<file path="src/rtl/mmu_steer_pkg.sv">
package mmu_steer_pkg;

  typedef struct packed {
    logic wrSys;     // load system break
    logic wrNorm;    // load normal break
    logic rdSys;     // drive system break on readback
    logic rdNorm;    // drive normal break on readback
    logic memValid;  // qualified memory reference
    logic fetch;     // reference is an instruction fetch
    logic useSys;    // compare against the system break
  } steerStrobes_t;

endpackage

</file>
<file path="src/rtl/mmu_steer_ctl.sv">
module mmu_steer_ctl
  import mmu_steer_pkg::*;
#(
  parameter int          IO_W      = 16,
  parameter logic [15:0] SYS_PORT  = 16'hFFC9,
  parameter logic [15:0] NORM_PORT = 16'hFFCB
) (
  input  logic            memReq,
  input  logic            progFetch,
  input  logic            sysMode,
  input  logic            ioWr,
  input  logic            ioRd,
  input  logic [IO_W-1:0] ioAddr,
  output steerStrobes_t   strobes
);

  logic hitSys;
  logic hitNorm;
  logic ioBusy;

  always_comb begin
    hitSys  = (ioAddr == SYS_PORT[IO_W-1:0]);
    hitNorm = (ioAddr == NORM_PORT[IO_W-1:0]);
    ioBusy  = ioWr | ioRd;

    strobes.wrSys    = ioWr & hitSys;
    strobes.wrNorm   = ioWr & hitNorm;
    strobes.rdSys    = ioRd & hitSys;
    strobes.rdNorm   = ioRd & hitNorm;
    strobes.memValid = memReq & ~ioBusy;
    strobes.fetch    = progFetch;
    strobes.useSys   = sysMode;
  end

endmodule

</file>
<file path="src/rtl/mmu_steer_dp.sv">
module mmu_steer_dp
  import mmu_steer_pkg::*;
#(
  parameter int ADDR_W   = 16,
  parameter int BRK_W    = 8,
  parameter int IDX_W    = 6,
  parameter int SYS_IDX  = 0,
  parameter int USER_IDX = 63
) (
  input  logic              clk,
  input  logic              rstN,
  input  steerStrobes_t     strobes,
  input  logic [ADDR_W-1:0] logAddr,
  input  logic [BRK_W-1:0]  ioWrData,
  output logic [BRK_W-1:0]  ioRdData,
  output logic              codeSelN,
  output logic              dataSelN,
  output logic              stackSelN,
  output logic [IDX_W-1:0]  descIdx
);

  localparam int HI_LSB = ADDR_W - BRK_W;
  localparam int N_BRK  = 2;
  localparam int SYS_B  = 0;
  localparam int NORM_B = 1;

  logic [BRK_W-1:0] brkReg [N_BRK];
  logic [N_BRK-1:0] brkLoad;
  logic [BRK_W-1:0] activeBrk;
  logic [BRK_W-1:0] hiByte;
  logic             belowBrk;

  assign brkLoad[SYS_B]  = strobes.wrSys;
  assign brkLoad[NORM_B] = strobes.wrNorm;

  for (genvar b = 0; b < N_BRK; b++) begin : g_brk
    always_ff @(posedge clk or negedge rstN) begin
      if (!rstN)          brkReg[b] <= '0;
      else if (brkLoad[b]) brkReg[b] <= ioWrData;
    end
  end

  always_comb begin
    hiByte    = logAddr[ADDR_W-1:HI_LSB];
    activeBrk = strobes.useSys ? brkReg[SYS_B] : brkReg[NORM_B];
    belowBrk  = (hiByte < activeBrk);

    codeSelN  = 1'b1;
    dataSelN  = 1'b1;
    stackSelN = 1'b1;
    if (strobes.memValid) begin
      if (strobes.fetch)  codeSelN  = 1'b0;
      else if (belowBrk)  dataSelN  = 1'b0;
      else                stackSelN = 1'b0;
    end

    descIdx = strobes.useSys ? IDX_W'(SYS_IDX) : IDX_W'(USER_IDX);

    ioRdData = '0;
    if (strobes.rdSys)       ioRdData = brkReg[SYS_B];
    else if (strobes.rdNorm) ioRdData = brkReg[NORM_B];
  end

endmodule

</file>
<file path="src/rtl/mmu_steer_top.sv">
module mmu_steer_top
  import mmu_steer_pkg::*;
#(
  parameter int          ADDR_W    = 16,
  parameter int          BRK_W     = 8,
  parameter int          IDX_W     = 6,
  parameter int          IO_W      = 16,
  parameter logic [15:0] SYS_PORT  = 16'hFFC9,
  parameter logic [15:0] NORM_PORT = 16'hFFCB,
  parameter int          SYS_IDX   = 0,
  parameter int          USER_IDX  = 63
) (
  input  logic              clk,
  input  logic              rstN,
  input  logic [ADDR_W-1:0] logAddr,
  input  logic              progFetch,
  input  logic              sysMode,
  input  logic              memReq,
  input  logic              ioWr,
  input  logic              ioRd,
  input  logic [IO_W-1:0]   ioAddr,
  input  logic [BRK_W-1:0]  ioWrData,
  output logic [BRK_W-1:0]  ioRdData,
  output logic              codeSelN,
  output logic              dataSelN,
  output logic              stackSelN,
  output logic [IDX_W-1:0]  descIdx
);

  steerStrobes_t strobes;

  mmu_steer_ctl #(
    .IO_W(IO_W), .SYS_PORT(SYS_PORT), .NORM_PORT(NORM_PORT)
  ) ctl_i (
    .memReq(memReq), .progFetch(progFetch), .sysMode(sysMode),
    .ioWr(ioWr), .ioRd(ioRd), .ioAddr(ioAddr), .strobes(strobes)
  );

  mmu_steer_dp #(
    .ADDR_W(ADDR_W), .BRK_W(BRK_W), .IDX_W(IDX_W),
    .SYS_IDX(SYS_IDX), .USER_IDX(USER_IDX)
  ) dp_i (
    .clk(clk), .rstN(rstN), .strobes(strobes), .logAddr(logAddr),
    .ioWrData(ioWrData), .ioRdData(ioRdData), .codeSelN(codeSelN),
    .dataSelN(dataSelN), .stackSelN(stackSelN), .descIdx(descIdx)
  );

endmodule

</file>
<file path="config.mk">
export PLATFORM = sky130hd
export DESIGN_NAME = mmu_steer_top
export DESIGN_NICKNAME = d
export VERILOG_FILES = /design/src/rtl/mmu_steer_pkg.sv /design/src/rtl/mmu_steer_ctl.sv /design/src/rtl/mmu_steer_dp.sv /design/src/rtl/mmu_steer_top.sv
export SDC_FILE = /design/constraint.sdc
export NUM_CORES = 1
export LEC_CHECK = 0
export ABC_AREA = 1
export BUFFER_PORTS_ARGS = -buffer_cell sky130_fd_sc_hd__buf_2
export CELL_PAD_IN_SITES_DETAIL_PLACEMENT = 1
export CELL_PAD_IN_SITES_GLOBAL_PLACEMENT = 2
export CORE_ASPECT_RATIO = 0.7
export CORE_MARGIN = 2
export CORE_UTILIZATION = 23
export CTS_CLUSTER_DIAMETER = 60
export CTS_CLUSTER_SIZE = 8
export DETAILED_ROUTE_END_ITERATION = 7
export PLACE_DENSITY = 0.85
export SLEW_MARGIN = 0
export SYNTH_ARGS = -nofsm -noshare
export SYNTH_HDL_FRONTEND = slang
export SYNTH_SLANG_ARGS = --single-unit
</file>
<file path="constraint.sdc">
create_clock -name clk -period 2.16 [get_ports clk]
set_input_delay 0.324 -clock clk [delete_from_list [all_inputs] [get_ports clk]]
set_output_delay 0.324 -clock clk [all_outputs]
set_load 0.005 [all_outputs]
</file>
After elaboration in Yosys (flattened, before gate mapping)
Index checks and enable logic that the tools add are counted.
{"block": "word_totals", "regBits": 16, "latch_bits": 0, "ramBits": 0, "rom_bits": 0, "word_cells": 24, "mem_count": 0}
{"block": "op_classes", "addsub": 0, "multipliers": 0, "div_mod_pow": 0, "n_lt_le_gt_ge": 1, "n_eq_ne": 2, "n_shift": 0, "muxes": 12, "bitwise_logic": 7, "n_reduce_logical": 0}
{"op": "$eq A16 B16 Y1 const B", "count": 2}
{"op": "$mux W8", "count": 3}
{"op": "$lt A8 B8 Y1", "count": 1}
{"op": "$mux W1", "count": 8}
{"op": "$mux W6", "count": 1}
{"op": "$and A1 B1 Y1", "count": 5}
{"op": "$not A1 Y1", "count": 1}
{"op": "$or A1 B1 Y1", "count": 1}

Depth between registers and ports, before layout
Gate-level depths: netlist of run 1.
{"block": "depth", "ltp_word": 5, "mapped_depth": 11, "mapped_depth_nobuf": 11}

Modules after synthesis
Synthesis of run 1 repeated with hierarchy kept, for this count alone.
{"block": "hier_totals", "cells_unflattened": 168, "hier_area_um2": 1131.1}
{"mod": "mmu_steer_dp", "n_inst": 1, "cells_per_inst": 129, "area_each_um2": 962.2, "seq_area_each_um2": 400.4}
{"mod": "mmu_steer_ctl", "n_inst": 1, "cells_per_inst": 39, "area_each_um2": 168.9, "seq_area_each_um2": 0.0}

Worst setup path before layout of run 1
No wires, ideal clock.
{"block": "synth_path", "path_kind": "input-to-output", "startpoint": "input sysMode", "endpoint": "output stackSelN", "t_arrival_ns": 1.471, "required_time_ns": 1.836, "path_slack_ns": 0.365, "path_stages": 8, "cell_sequence": "clkbuf_1 > o21ai_0 > ha_1 > a21oi_1 > nor2_1 > a211oi_1 > nand2_1 > nand2_1"}
{"block": "synth_between", "elab_chain_len": 5}
{"item": "start, declared", "line": "mmu_steer_top.sv:17", "text": "input logic sysMode,"}
{"item": "$mux W8", "line": "mmu_steer_dp.sv:45", "text": "activeBrk = strobes.useSys ? brkReg[SYS_B] : brkReg[NORM_B];"}
{"item": "$lt A8 B8 Y1", "line": "mmu_steer_dp.sv:46", "text": "belowBrk = (hiByte < activeBrk);"}
{"item": "$mux W1", "line": "mmu_steer_dp.sv:53", "text": "else if (belowBrk) dataSelN = 1'b0;"}
{"item": "$mux W1", "line": "mmu_steer_dp.sv:52", "text": "if (strobes.fetch) codeSelN = 1'b0;"}
{"item": "$mux W1", "line": "mmu_steer_dp.sv:51", "text": "if (strobes.memValid) begin"}
{"item": "end, declared", "line": "mmu_steer_top.sv:26", "text": "output logic stackSelN,"}
Every way passes these cells.

Worst setup path in the final report of run 1
{"block": "layout_path", "startpoint": "register dp_i.brkReg[5] in the netlist's numbering", "endpoint": "output dataSelN"}
{"block": "layout_between", "elab_chain_len": 5}
{"item": "start, declared", "line": "mmu_steer_dp.sv:27", "text": "logic [BRK_W-1:0] brkReg [N_BRK];"}
{"item": "start signal, assigned by index", "line": "mmu_steer_dp.sv:39", "text": "else if (brkLoad[b]) brkReg[b] <= ioWrData;"}
{"item": "$mux W8", "line": "mmu_steer_dp.sv:45"}
{"item": "$lt A8 B8 Y1", "line": "mmu_steer_dp.sv:46"}
{"item": "$mux W1", "line": "mmu_steer_dp.sv:53"}
{"item": "$mux W1", "line": "mmu_steer_dp.sv:52"}
{"item": "$mux W1", "line": "mmu_steer_dp.sv:51"}
{"item": "end, declared", "line": "mmu_steer_top.sv:25", "text": "output logic dataSelN,"}
Every way passes these cells.

==> results of run 1 <==
[layer usage]
layer	GRT usage	vias to the layer above	share of wire	wire (microns)
met4	0.0392	0	0.012	42
met3	0.0229	4	0.049	177
met1	0.194	560	0.54	1940
met2	0.176	29	0.40	1430
met5	0	-	0	0
li1	-	660	-	-
[worst paths after layout]
check,slack (ns),endpoint,startpoint,cells after the start
max,0.12,dataSelN,dp_i.brkReg[5]$_DFFE_PN0P_,7
min,0.30,dp_i.brkReg[14]$_DFFE_PN0P_,ioWrData[6],3
max reg2reg,1.39,dp_i.brkReg[13]$_DFFE_PN0P_,dp_i.brkReg[13]$_DFFE_PN0P_,3
min reg2reg,0.54,dp_i.brkReg[6]$_DFFE_PN0P_,dp_i.brkReg[6]$_DFFE_PN0P_,2
max in group asynchronous,1.38,dp_i.brkReg[8]$_DFFE_PN0P_,rstN,2
min in group asynchronous,0.52,dp_i.brkReg[7]$_DFFE_PN0P_,rstN,2
[critical path, stage by stage, from the launching register on]
cell	delay [ns]
dfrtp_1	0.43
o21ai_2	0.16
ha_1	0.26
a21oi_2	0.12
nor2_1	0.06
a211oi_2	0.22
nand3_1	0.10
buf_2	0.13
[power groups by stage]
stage                     logic (mW)  registers [mW]  clock network (mW)
after floorplan               0.0592           0.306                   0
after global placement         0.112           0.305                   0
after detailed placement       0.117           0.305                   0
after CTS                      0.119           0.300               0.274
after global routing           0.141           0.300               0.289
final                          0.123           0.300               0.266
[logic make-up (layout without fill, tap and decap cells)]
group	count (synthesis)	count (layout)	synth area share
and+or+nand+nor	95	95	0.380
AOI/OAI and AO/OA	26	26	0.112
adders and majority gates	7	7	0.0699
buffers and inverters	29	83	0.119
DFF	16	16	0.320
[cell type report]
class | count | area (sq um)
clock buffer | 4 | 55.1
fill | 673 | 3610
inverter | 21 | 78.8
multi-input combinational | 128 | 722
sequential | 16 | 400
tap | 72 | 90.1
timing repair buffer | 58 | 300
[Yosys cell counts, types with 2 or more instances]
master / n / area share
a21oi_1: 2 / 0.0080
inv_1: 20 / 0.060
dfrtp_1: 16 / 0.32
o21ai_2: 2 / 0.014
nand3_1: 13 / 0.052
nor2_2: 2 / 0.010
buf_4: 5 / 0.030
nor3_4: 3 / 0.039
ha_1: 7 / 0.070
nand4_1: 4 / 0.020
nand2_2: 5 / 0.025
o21ai_0: 21 / 0.084
nand2_1: 60 / 0.18
nor2_1: 5 / 0.015
[placed cells by master (no fill, tap or decap), types with 3 or more instances in the layout]
cell,Yosys,routed
inv_1,20,19
ha_1,7,7
nand3_1,13,13
nand2_1,60,59
nand2_2,5,6
nand4_1,4,4
o21ai_2,2,4
dfrtp_1,16,16
nor3_4,3,3
buf_2,0,55
clkbuf_8,1,4
o21ai_0,21,19
nor2_1,5,5
[what timing repair did]
action | 4_1_cts | 5_1_grt
setup buffers | 0 | 2
hold endpoints to repair | 16 | 0
setup endpoints to repair | 0 | 2
resized for setup | 0 | 8
hold buffers | 1 | 0
[per-stage QoR]
step                cells  hold WS, ns
global placement      292        0.253
CTS                   297        0.301
finish                299        0.304
floorplan             173       0.0284
global route          299        0.308
detailed placement    292        0.259
==> results_dict.tcl, run 1 <==
set metrics [dict create \
    status "completed" \
    tightest_slew_ns 0.391 \
    fin_area_sq_um 1650 \
    place_ws_ns 0.162 \
    clk_latency_ns 0.25 \
    syn2layout_area_growth_pct 31.5 \
    setup_tns_ns 0 \
    core_area_sq_um 5260 \
    synth.avg_cell_area_sq_um 7.24 \
    seq_area_frac_synth 0.320 \
    ant_nets 0 \
    grt-ovfl-total 0 \
    syn_inst 173 \
    initialDrtViolationCount 26 \
    grt_max_degree 17 \
    worstPathRequired_ns 1.84 \
    p_int_mw 0.516 \
    end_kind "output port" \
    clock_power_share 0.386 \
    place_area_sq_um 1550 \
    cts_inserted_buffers 3 \
    die_h_microns 65.7 \
    clk_pin_slew_ns 0.06 \
    hold_viol_final 0 \
    synth_edf_count 0 \
    first_pass_iters 4 \
    slew-limit-headroom 0.738 \
    worstSetupPathType "reg -> out" \
    synth_cell_types 22 \
    min_path_type "in -> reg" \
    synth-seq-cells 16 \
    cts_tree "yes" \
    maxCapViolations 0 \
    dpl.hpwl_microns 3040 \
    grt.total_usage 0.126 \
    p_sw_mw 0.173 \
    rows 22 \
    switching_share 0.251 \
    gp_congestion 0.723 \
    seqPwrFrac 0.436 \
    diodes 0 \
    synth_top_flop_cell "dfrtp_1" \
    clockBufferDepth 2 \
    crit_arrival_ns 1.72 \
    wl_microns 3600 \
    top_register "dp_i.brkReg" \
    setup_viol 0 \
    p_leak_nw 0.875 \
    powerDensity_nw_per_um2 418 \
    vdd_drop_max_uv 230 \
    critPathLaunchType "register" \
    avgViaCountPerCell 4.19 \
    yosys_warnings 0 \
    post_route_cells_drive_above_1_share 0.366 \
    root_buffer "clkbuf_8" \
    p_comb_frac 0.178 \
    fin_worst_skew_ns 0 \
    fin_crit_sh 0.947 \
    maxSlewViolCount 0 \
    reg_top3 "dp_i.brkReg: 16 flops" \
    post-route-util 0.313 \
    dr_total_vias 1253 \
    synth_area_sq_um 1250 \
    wire_per_inst_microns 12.0 \
    initial_core_util 0.238 \
    grt_pass1_vias 1217 \
    cts.htree.levels 1 \
    cts.sinks 16 \
    crit_fanout 3 \
    ioPinCount 64 \
    grt_first_pass_wirelength_microns 5960 \
    fin_ws_ns 0.115 \
    largest_register_ffs 16 \
    min_period_ns 2.04 \
    port_buffers 55 \
    finalPower_mw 0.689 \
    drc 0 \
    max_freq_ghz 0.489 \
    nets 282 \
    synth_async_sr_flop_share 1.00 \
    grt_antenna_before_repair 0 \
    die_x_microns 92.2 \
    rsz0062_at_grt "yes" \
    die-area_sq_um 6060 \
    syn_nets 227 \
]
Power figures use the tool's default switching activity.
==> run 2, diff against run 1 <==
==> constraint.sdc (replaced) <==
create_clock -name clk -period 2.16 [get_ports clk]
set_input_delay 0.432 -clock clk [delete_from_list [all_inputs] [get_ports clk]]
set_output_delay 0.432 -clock clk [all_outputs]
set_load 0.005 [all_outputs]
==> run 2 against run 1 <==
  * Register-to-register slack improved by 0.02 ns
  * Cell count increased by 0.67%
  * First-iteration DRC count up 88%
  * Core utilization rose by 0.21 points
  * Sequential share of layout area shrank 0.17 points
  * Global-route usage down 0.21 points
  * Hold slack worse by 0.22 ns
  * Die area unchanged
  * Setup slack worse by 0.10 ns
  * Non-clock buffer count increased by 3
  * Cell area up 0.68%
  * Sequential power barely moved
  * Critical path type unchanged
  * Largest power group unchanged
  * Highest routed layer unchanged
==> results_dict.tcl, run 2 (same netlist as run 1, synthesis figures left out) <==
set metrics [dict create \
    grt_pass1_vias 1243 \
    critical-path-max-stage-delay_ns 0.37 \
    status "completed" \
    gp_congestion 0.720 \
    avgViaCountPerCell 4.16 \
    rows 22 \
    wl_microns 3600 \
    ioPinCount 64 \
    place_area_sq_um 1580 \
    tightest_slew_ns 0.359 \
    dpl.hpwl_microns 3070 \
    worstPathRequired_ns 1.73 \
    max_freq_ghz 0.466 \
    slew-limit-headroom 0.760 \
    rrSetupSlack_ns 1.41 \
    fin_worst_skew_ns 0 \
    drc 0 \
    min_period_ns 2.15 \
    end_kind "output port" \
    grt_first_pass_wirelength_microns 5840 \
    setup_viol 0 \
    die_x_microns 92.2 \
    crit_chain "inv_2, nand2_2, o21ai_2, ha_1, a21oi_1, nor2_1, a211oi_2, nand2_1, nand2_1, buf_2" \
    cpMaxStageDelayCell "dfrtp_1" \
    grt-ovfl-total 0 \
    clk_latency_ns 0.25 \
    fin_area_sq_um 1660 \
    die_h_microns 65.7 \
    cts.htree.levels 1 \
    top_register "dp_i.brkReg" \
    syn2layout_area_growth_pct 32.4 \
    clockBufferDepth 2 \
    root_buffer "clkbuf_8" \
    maxSlewViolCount 0 \
    hold_viol_final 0 \
    r2r-start "dp_i.brkReg[13]$_DFFE_PN0P_" \
    initialDrtViolationCount 49 \
    vdd_drop_max_uv 196 \
    ant_nets 0 \
    stdcell_count 301 \
    largest_register_ffs 16 \
    dp_cells 296 \
    cts_tree "yes" \
    reg2reg_to "dp_i.brkReg[13]$_DFFE_PN0P_" \
    diodes 0 \
    crit_fanout 2 \
    timing.critical_path.mode_cell "nand2_1" \
    final_common_cell "nand2_1" \
    first_pass_iters 4 \
    grt_antenna_before_repair 0 \
    grt_max_degree 17 \
    p_leak_nw 0.885 \
    powerDensity_nw_per_um2 390 \
    min_path_type "in -> async" \
    postCtsHoldBufs 0 \
    r2r_cells 3 \
    clk_pin_slew_ns 0.06 \
    critPathLaunchType "register" \
    core_area_sq_um 5260 \
    rsz0062_at_grt "yes" \
    wire_per_inst_microns 11.9 \
    crit_arrival_ns 1.71 \
    nets 285 \
    cts_inserted_buffers 3 \
    fin_crit_sh 0.993 \
    maxCapViolations 0 \
    reg_top3 "dp_i.brkReg: 16 flops" \
    post-route-util 0.315 \
    port_buffers 55 \
    die-area_sq_um 6060 \
    initial_core_util 0.238 \
    cts.sinks 16 \
    post_route_cells_drive_above_1_share 0.376 \
    worstSetupPathType "reg -> out" \
    mostFrequentLayoutCells "nand2_1 (58), buf_2 (54), inv_1 (19)" \
    dr_total_vias 1251 \
    grt.total_usage 0.124 \
    n_fill_cell 691 \
]
[run 2: how the worst max path moves through the flow]
stage                                      from   endpoint  slack, ns
CTS                 dp_i.brkReg[13]$_DFFE_PN0P_  stackSelN      -0.01
global placement                        sysMode   dataSelN       0.01
global route        dp_i.brkReg[13]$_DFFE_PN0P_  stackSelN       -0.1
floorplan                               sysMode  stackSelN       0.15
finish              dp_i.brkReg[13]$_DFFE_PN0P_  stackSelN       0.01
detailed placement                      sysMode  stackSelN      -0.05
[run 2: where the power goes]
group / internal (mW) / total (mW) / switching, mW
logic: 0.0540 / 0.122 / 0.0682
registers: 0.300 / 0.300 / 0.000118
clock network: 0.124 / 0.224 / 0.100
total: 0.478 / 0.646 / 0.168
[run 2: layer usage]
layer | track usage | up-vias | share of wire
met2 | 0.166 | 29 | 0.38
li1 | - | 663 | -
met1 | 0.197 | 555 | 0.57
met4 | 0.0392 | 0 | 0.012
met3 | 0.0206 | 4 | 0.039
met5 | 0 | - | 0
[run 2: area by class of cell]
type                    count  area [sq um]  area share
inverters                  21          78.8      0.0475
clock buffers               3          41.3      0.0249
multi-input cells         128           721       0.435
repair buffers             61           327       0.197
flip-flops and latches     16           400       0.242
well taps                  72          90.1      0.0543
[run 2: stage by stage]
step	worst slack (ns)	power (mW)	hold slack [ns]	setup TNS [ns]
after floorplan	0.149	0.365	0.136	0
after global routing	-0.0982	0.686	0.106	-0.179
after CTS	-0.0127	0.650	0.0995	-0.0127
final	0.0146	0.646	0.0867	0
after global placement	0.0103	0.420	0.366	0
after detailed placement	-0.0469	0.425	0.369	-0.0836
[run 2: repair_timing]
| item | in CTS | in global routing |
|---|---|---|
| pin swaps | 0 | 10 |
| gates cloned | 0 | 0 |
| setup buffers | 0 | 2 |
| gates resized for setup | 4 | 8 |
| setup endpoints to repair | 2 | 6 |
[run 2: worst max-delay path, delay by kind of cell, from the launching register on]
family / cells / cell delay, ns
compound gates: 3 / 0.40
simple gates: 4 / 0.24
buf+inv: 2 / 0.15
flops: 1 / 0.37
fa+ha+maj: 1 / 0.30
